==> config.mk <==
export PLATFORM = sky130hd
export DESIGN_NAME = acc_alu
export DESIGN_NICKNAME = d
export VERILOG_FILES = /design/src/rtl/acc_alu_pkg.sv /design/src/rtl/acc_alu_arith.sv /design/src/rtl/acc_alu_logic.sv /design/src/rtl/acc_alu_flags.sv /design/src/rtl/acc_alu.sv
export SDC_FILE = /design/constraint.sdc
export NUM_CORES = 1
export LEC_CHECK = 0
export BUFFER_PORTS_ARGS = -buffer_cell sky130_fd_sc_hd__buf_2
export CORE_UTILIZATION = 30
export DETAILED_ROUTE_END_ITERATION = 16
export HOLD_SLACK_MARGIN = 0.12
export PLACE_DENSITY_LB_ADDON = 0.1
export SLEW_MARGIN = 30
export SYNTH_ARGS = -nofsm -noshare
export SYNTH_HDL_FRONTEND = slang
export SYNTH_SLANG_ARGS = --single-unit
==> constraint.sdc <==
create_clock -name clk -period 2.8 [get_ports clk]
set_input_delay 0.14 -clock clk [delete_from_list [all_inputs] [get_ports clk]]
set_output_delay 0.14 -clock clk [all_outputs]
set_load 0.02 [all_outputs]
==> src/rtl/acc_alu_pkg.sv <==
package acc_alu_pkg;

  localparam logic [2:0] OP_ADD = 3'd0;
  localparam logic [2:0] OP_ADC = 3'd1;
  localparam logic [2:0] OP_SUB = 3'd2;
  localparam logic [2:0] OP_SBB = 3'd3;
  localparam logic [2:0] OP_AND = 3'd4;
  localparam logic [2:0] OP_OR  = 3'd5;
  localparam logic [2:0] OP_XOR = 3'd6;
  localparam logic [2:0] OP_CMP = 3'd7;

  typedef struct packed {
    logic sgn;
    logic zro;
    logic nib;
    logic par;
    logic cry;
  } flags_t;

  function automatic logic [7:0] pack_status(flags_t f);
    return {f.sgn, f.zro, 1'b0, f.nib, 1'b0, f.par, 1'b1, f.cry};
  endfunction

endpackage

==> src/rtl/acc_alu_arith.sv <==
module acc_alu_arith #(
  parameter int W   = 8,
  parameter int NIB = 4
) (
  input  logic [W-1:0] a,
  input  logic [W-1:0] b,
  input  logic         sub,
  input  logic         cin_flag,
  output logic [W-1:0] res,
  output logic         cy_out,
  output logic         nib_out
);
  logic [W-1:0]   b_eff;
  logic           c0;
  logic [W:0]     full;
  logic [NIB:0]   low;

  always_comb begin
    b_eff   = sub ? ~b : b;
    c0      = sub ? ~cin_flag : cin_flag;
    full    = {1'b0, a} + {1'b0, b_eff} + {{W{1'b0}}, c0};
    low     = {1'b0, a[NIB-1:0]} + {1'b0, b_eff[NIB-1:0]} + {{NIB{1'b0}}, c0};
    res     = full[W-1:0];
    cy_out  = sub ? ~full[W] : full[W];
    nib_out = low[NIB];
  end
endmodule

==> src/rtl/acc_alu_logic.sv <==
module acc_alu_logic #(
  parameter int W = 8
) (
  input  logic [W-1:0] a,
  input  logic [W-1:0] b,
  input  logic [1:0]   fn,
  output logic [W-1:0] res,
  output logic         nib_out
);
  always_comb begin
    unique case (fn)
      2'd0:    res = a & b;
      2'd1:    res = a | b;
      default: res = a ^ b;
    endcase
    nib_out = (fn == 2'd0);
  end
endmodule

==> src/rtl/acc_alu_flags.sv <==
module acc_alu_flags
  import acc_alu_pkg::*;
#(
  parameter int W = 8
) (
  input  logic [W-1:0] res,
  input  logic         cy,
  input  logic         nib,
  output flags_t       f
);
  always_comb begin
    f.sgn = res[W-1];
    f.zro = (res == '0);
    f.nib = nib;
    f.par = ~^res;
    f.cry = cy;
  end
endmodule

==> src/rtl/acc_alu.sv <==
module acc_alu
  import acc_alu_pkg::*;
#(
  parameter int W   = 8,
  parameter int NIB = 4
) (
  input  logic         clk,
  input  logic         rst,
  input  logic         acc_load,
  input  logic [W-1:0] acc_din,
  input  logic         tmp_load,
  input  logic [W-1:0] tmp_din,
  input  logic         op_strobe,
  input  logic [2:0]   op_sel,
  output logic [W-1:0] acc_q,
  output logic [W-1:0] tmp_q,
  output logic [7:0]   status_q
);
  logic [W-1:0] acc_r, tmp_r;
  flags_t       flg_r, flg_nx;

  logic         is_logic, is_sub, use_cin;
  logic [W-1:0] ar_res, lg_res, res;
  logic         ar_cy, ar_nib, lg_nib;
  logic         nib_sel, cy_sel;

  always_comb begin
    is_logic = op_sel[2] && (op_sel != OP_CMP);
    is_sub   = op_sel[1] && !is_logic;
    use_cin  = (op_sel == OP_ADC) || (op_sel == OP_SBB);
  end

  acc_alu_arith #(.W(W), .NIB(NIB)) u_arith (
    .a(acc_r), .b(tmp_r), .sub(is_sub), .cin_flag(use_cin & flg_r.cry),
    .res(ar_res), .cy_out(ar_cy), .nib_out(ar_nib)
  );

  acc_alu_logic #(.W(W)) u_logic (
    .a(acc_r), .b(tmp_r), .fn(op_sel[1:0]), .res(lg_res), .nib_out(lg_nib)
  );

  always_comb begin
    res     = is_logic ? lg_res : ar_res;
    nib_sel = is_logic ? lg_nib : ar_nib;
    cy_sel  = is_logic ? 1'b0   : ar_cy;
  end

  acc_alu_flags #(.W(W)) u_flags (
    .res(res), .cy(cy_sel), .nib(nib_sel), .f(flg_nx)
  );

  always_ff @(posedge clk) begin
    if (rst) begin
      acc_r <= '0;
      tmp_r <= '0;
      flg_r <= '0;
    end else begin
      if (tmp_load) tmp_r <= tmp_din;
      if (op_strobe) begin
        flg_r <= flg_nx;
        if (op_sel != OP_CMP) acc_r <= res;
      end else if (acc_load) begin
        acc_r <= acc_din;
      end
    end
  end

  assign acc_q    = acc_r;
  assign tmp_q    = tmp_r;
  assign status_q = pack_status(flg_r);
endmodule

### Word level (Yosys, flattened, before mapping)

Cells that the tools add are included.

* register bits: 21
* logic and storage cells: 42
* output and inout bits: 24
* input bits: 24

* reductions and logical operators: 9
* bitwise operators: 7
* eq/ne operators: 5
* muxes and demuxes: 10
* add/subtract/negate cells: 4

Operator list (count)
* $mux W8: 5
* $pmux W8 S2: 1
* $add A8 B8 Y9: 1
* $add A9 B1 Y9: 1
* $and A8 B8 Y8: 1
* $logic_not A8 Y1: 1
* $not A8 Y8: 1
* $or A8 B8 Y8: 1
* $reduce_xnor A8 Y1: 1
* $xor A8 B8 Y8: 1
* $add A4 B4 Y5: 1
* $add A5 B1 Y5: 1
* $mux W1: 4
* $eq A3 B1 Y1 const B: 1
* $eq A3 B2 Y1 const B: 1
* $ne A3 B3 Y1 const B: 1
* $eq A2 B1 Y1 const B: 1
* $logic_and A1 B1 Y1: 2
* $logic_not A2 Y1: 1
* $ne A2 B1 Y1 const B: 1
* $not A1 Y1: 2
* $reduce_and A2 Y1: 1
* $reduce_bool A2 Y1: 1
* $and A1 B1 Y1: 1
* other kinds (2): 2

### Longest topological paths before layout

* depth in word-level cells: 10
* gate-level depth with buffers: 18
* mapped depth without buffers: 16

### Cells and area by module

From an unflattened synthesis, not the netlist that was laid out.

* cell total of the unflattened synthesis: 264
* area, all modules: 2238.4 sq um

Modules (own cells, without submodules)
* acc_alu: area an instance 1124.8 sq um, sequential area each 420.4 sq um, instances 1, cells an instance 119
* acc_alu_logic: area an instance 504.2 sq um, sequential area each 0.0 sq um, instances 1, cells an instance 68
* acc_alu_arith: area an instance 471.7 sq um, sequential area each 0.0 sq um, instances 1, cells an instance 58
* acc_alu_flags: area an instance 137.6 sq um, sequential area each 0.0 sq um, instances 1, cells an instance 19

### Worst setup path before layout

No wires, ideal clock.

* path kind: input to register
* from: input op_sel[1]
* to: register flg_r, in the netlist status_q[2]
* cell stages on the path: 18
* library setup time: 0.129 ns
* arrival time: 3.008 ns
* data required time: 2.671 ns
* setup slack: -0.337 ns
* buffers on the path: 2
* path through: buf_4 a21bo_2 buf_2 nand2_2 xnor2_1 fa_1 inv_1 fa_1 nor2b_1 o31a_1 o221ai_1 nand3_1 and2_1 ha_1 xnor2_1 xnor2_1 mux2i_1 nor2_1

* word-level cells in the longest chain between the ends: 9
* elaborated cells between the ends (all ways): 18
* classes of those cells: 2 x add/sub; 4 x eq/ne; 4 x mux; 2 x bitwise; 6 x reduce/logical

RTL lines
* start, declared: RTL line acc_alu.sv:14 `input logic [2:0] op_sel,`
* $ne A3 B3 Y1: RTL line acc_alu.sv:28 `is_logic = op_sel[2] && (op_sel != OP_CMP);`
* $logic_and A1 B1 Y1: RTL line acc_alu.sv:28
* $logic_not A1 Y1: RTL line acc_alu.sv:29 `is_sub = op_sel[1] && !is_logic;`
* $logic_and A1 B1 Y1: RTL line acc_alu.sv:29
* $mux W8: RTL line acc_alu_arith.sv:19 `b_eff = sub ? ~b : b;`
* $add A8 B8 Y9: RTL line acc_alu_arith.sv:21 `full = {1'b0, a} + {1'b0, b_eff} + {{W{1'b0}}, c0};`
* $add A9 B1 Y9: RTL line acc_alu_arith.sv:21
* $mux W8 (*): RTL line acc_alu.sv:43 `res = is_logic ? lg_res : ar_res;`
* $reduce_xnor A8 Y1 (*): RTL line acc_alu_flags.sv:15 `f.par = ~^res;`
* end signal, assigned: RTL line acc_alu.sv:60 `flg_r <= flg_nx;`
* end, declared: RTL line acc_alu.sv:20 `flags_t flg_r, flg_nx;`

Mark *: on every way between the ends. The rest lies on a longest branch, timed or not.
A chain may end at the register's enable or synchronous reset.

### Worst setup path in the final report

* from: register flg_r, in the netlist status_q[0]
* to: register flg_r, in the netlist status_q[2]

* word-level cells in the longest chain between the ends: 6

RTL lines
* $and A1 B1 Y1 (*): RTL line acc_alu.sv:34 `.a(acc_r), .b(tmp_r), .sub(is_sub), .cin_flag(use_cin & flg_r.cry),`
* $not A1 Y1: RTL line acc_alu_arith.sv:20 `c0 = sub ? ~cin_flag : cin_flag;`
* $mux W1 (*): RTL line acc_alu_arith.sv:20
* $add A9 B1 Y9 (*): RTL line acc_alu_arith.sv:21
* $mux W8 (*): RTL line acc_alu.sv:43
* $reduce_xnor A8 Y1 (*): RTL line acc_alu_flags.sv:15

Marked as above.

==> impl_metrics.csv <==
group,metric,value,unit
power_and_ir_drop,power,1.33,mW
global_route,antenna_found_initial,0,
critical_path,setup.worst_path.end,"status_q[2]",
cells_and_area,drive_gt1_frac,0.357,
power_and_ir_drop,p_leak,1.40,nW
synth,synthCells,256,
status,failed_checks,"negative setup slack",
routing,drtIter0Drc,77,
die,die_area,7250,sq um
synth,synth_top_area_cell,"dfxtp_1",
synth,synth.cell_area,2070,sq um
critical_path,path_depth,16,
critical_path,critPathMaxFanout,3,
critical_path,r2r_cells,16,
clock_network,clkTransAtPathRegs,0.09,ns
cells_and_area,final_nets,396,
power_and_ir_drop,ir_drop,0.193,mV
critical_path,path_buf_inv,1,
sta,post-route-period-util,1.05,
place,io_buffers,44,
routing,postRouteAntennaNets,0,
synth,synth_edf_count,0,
sta,finalHoldViolations,0,
clock_network,numCtsBuffers,3,
job,cap_viol_max_count,0,
critical_path,slowest_delay,0.37,ns
place,dpl.cell_count,399,
critical_path,crit_path_end_kind,"flop",
synth,synthArstFlopShare,0,
sta,setup_viol,2,
clock_network,cts_max_level,1,
sta,clock_skew,0.00415,ns
cells_and_area,syn_to_final_growth,39.6,%
critical_path,slowest_stage,"fa_2",
sta,max_freq,341,MHz
hold_path,hp-class,"in -> reg",
global_route,grt_pass1_wl,10300,um
die,core,6490,sq um
die,die_h,85.1,um
clock_network,cts_root_buffer,"clkbuf_8",
global_route,overflow,0,
clock_network,clkSinkCount,21,
cells_and_area,n_fill_cell,673,
critical_path,r2r_slack,-0.13,ns
routing,vias,2082,
synth,ys_types,54,
critical_path,cpMostUsedCell,"fa_2",
synth,yosys_warnings,0,
critical_path,critPathTopFamily,"adder cells",
global_route,grt_max_degree,25,
routing,drc,0,
global_route,grt_pass1_vias,2023,
routing,drt_pre_antenna_iters,4,
critical_path,crit_chain,"nor2b_4 > a21oi_2 > o22ai_2 > fa_2 > inv_2 > fa_2 > nor2b_2 > o31a_1 > o221ai_2 > nand3_2 > and2_4 > ha_4 > xnor2_2 > xnor2_1 > mux2i_1 > nor2_1",
cells_and_area,final_cell_area,2890,sq um
routing,viasPerCell,4.97,
synth,yosys_register_bits,21,
cells_and_area,final_cells,419,
synth,synth_area_leaders,"dfxtp_1 (20%), ha_1 (16%), xnor2_1 (5.5%), mux2i_1 (5.3%), inv_1 (4.7%)",
global_route,track_usage,0.187,
sta,rsz0062_at_grt,"yes",
clock_network,insertion_delay,0.27,ns
critical_path,cp-start-kind,"flop",
status,status,"complete, but fails checks",
synth,synth_top_area_share,0.203,
critical_path,rr_startpoint,"status_q[0]",
place,dpl_cell_area,2610,sq um
sta,hold_slack,0.212,ns
routing,avgRoutedWirePerCell,15.9,um
routing,finalWirelength,6640,um
critical_path,r2r_end,"status_q[2]",
sta,tns,-0.206,ns
die,rows,29,
critical_path,required,2.95,ns
place,gp_congestion,0.823,
die,die_w,85.1,um
cells_and_area,antenna_cells,0,
clock_network,tritoncts,"done",
sta,finalMaxSlewViolations,0,
synth,ys_seq_area_frac,0.203,
place,post-dp-hpwl,5140,um
power_and_ir_drop,pwr_density_cell,459,nW/um^2
clock_network,cts.path.max_buffers,2,
cells_and_area,fin_util,0.446,
die,start_util,0.319,
sta,final.min_clock_period,2.93,ns
synth,ys.flop_type,"dfxtp_1",
synth,syn_avg_cell_area,8.10,sq um
critical_path,criticalPathCategory,"reg -> reg",
die,boundaryPins,48,
place,place_ws,-0.249,ns
sta,setup_ws,-0.129,ns
synth,yosysMostFrequentCell,"ha_1",
critical_path,cp_data_arrival_time,3.08,ns
synth,synth_top_cells_by_count,"ha_1 (27), inv_1 (26), nor2_1 (22), dfxtp_1 (21)",
critical_path,setup.worst_path.start,"status_q[0]",
==> flip-flops by register name (all words and copies together), names as in the netlist <==
| signal | cells |
|---|---|
| acc_q | 8 |
| tmp_q | 8 |
| status_q | 5 |
==> logic make-up after synthesis <==
group,synth area share
mux,0.0531
xor+xnor,0.0549
other cells,0.00362
fa+ha+maj,0.182
buf+inv,0.0972
compound gates,0.217
simple gates,0.190
flops,0.203
==> cells in the final DEF, fill, tap and decap left out, drive strengths merged, types with 6 or more instances in the layout <==
cell type,instances
nor2b,8
xnor2,13
o21ai,8
nor2,23
nor3,6
mux2i,11
dlygate4sd3,8
inv,26
a21oi,16
dfxtp,21
nand2,15
ha,27
buf,90
==> worst min-delay path, stage by stage <==
cell,delay [ns]
buf_2,0.07
nor2b_1,0.13
o31a_1,0.12
==> worst min path at each step <==
stage,from,end,slack (ns),cells past startpoint
final,acc_din[1],acc_q[1],0.21,3
after global routing,acc_din[1],acc_q[1],0.22,3
after floorplan,tmp_din[0],tmp_q[0],0.29,2
after CTS,acc_din[1],acc_q[1],0.22,3
after global placement,tmp_din[2],tmp_q[2],0.37,3
after detailed placement,tmp_din[1],tmp_q[1],0.38,3
==> power by group <==
group	switching [mW]	total, mW	internal, mW
Sequential	0.0272	0.355	0.327
Clock	0.121	0.223	0.102
Combinational	0.372	0.752	0.381
Total	0.519	1.33	0.810
==> final cells by class <==
cell class,count,area [sq um],share of cell area
Multi-Input combinational cell,193,1570,0.542
Sequential cell,21,422,0.146
Inverter,26,97.6,0.0337
Tap cell,77,96.3,0.0333
Timing Repair Buffer,98,664,0.230
Clock buffer,4,45.0,0.0156
==> per-layer routing <==
layer,up-vias,track usage,part of all wire
met5,-,0,0
met2,42,0.348,0.51
met1,973,0.230,0.46
li1,1060,-,-
met3,7,0.0214,0.025
met4,0,0.0401,0.011
==> timing repair <==
item	in CTS	in global routing
hold buffers	8	0
setup buffers	7	6
gates resized for setup	1	20
hold endpoints to repair	8	0
pin swaps	9	15
cloned	0	0
endpoints found under the setup margin	2	3
Note: power is estimated with default switching activity, not from simulation.
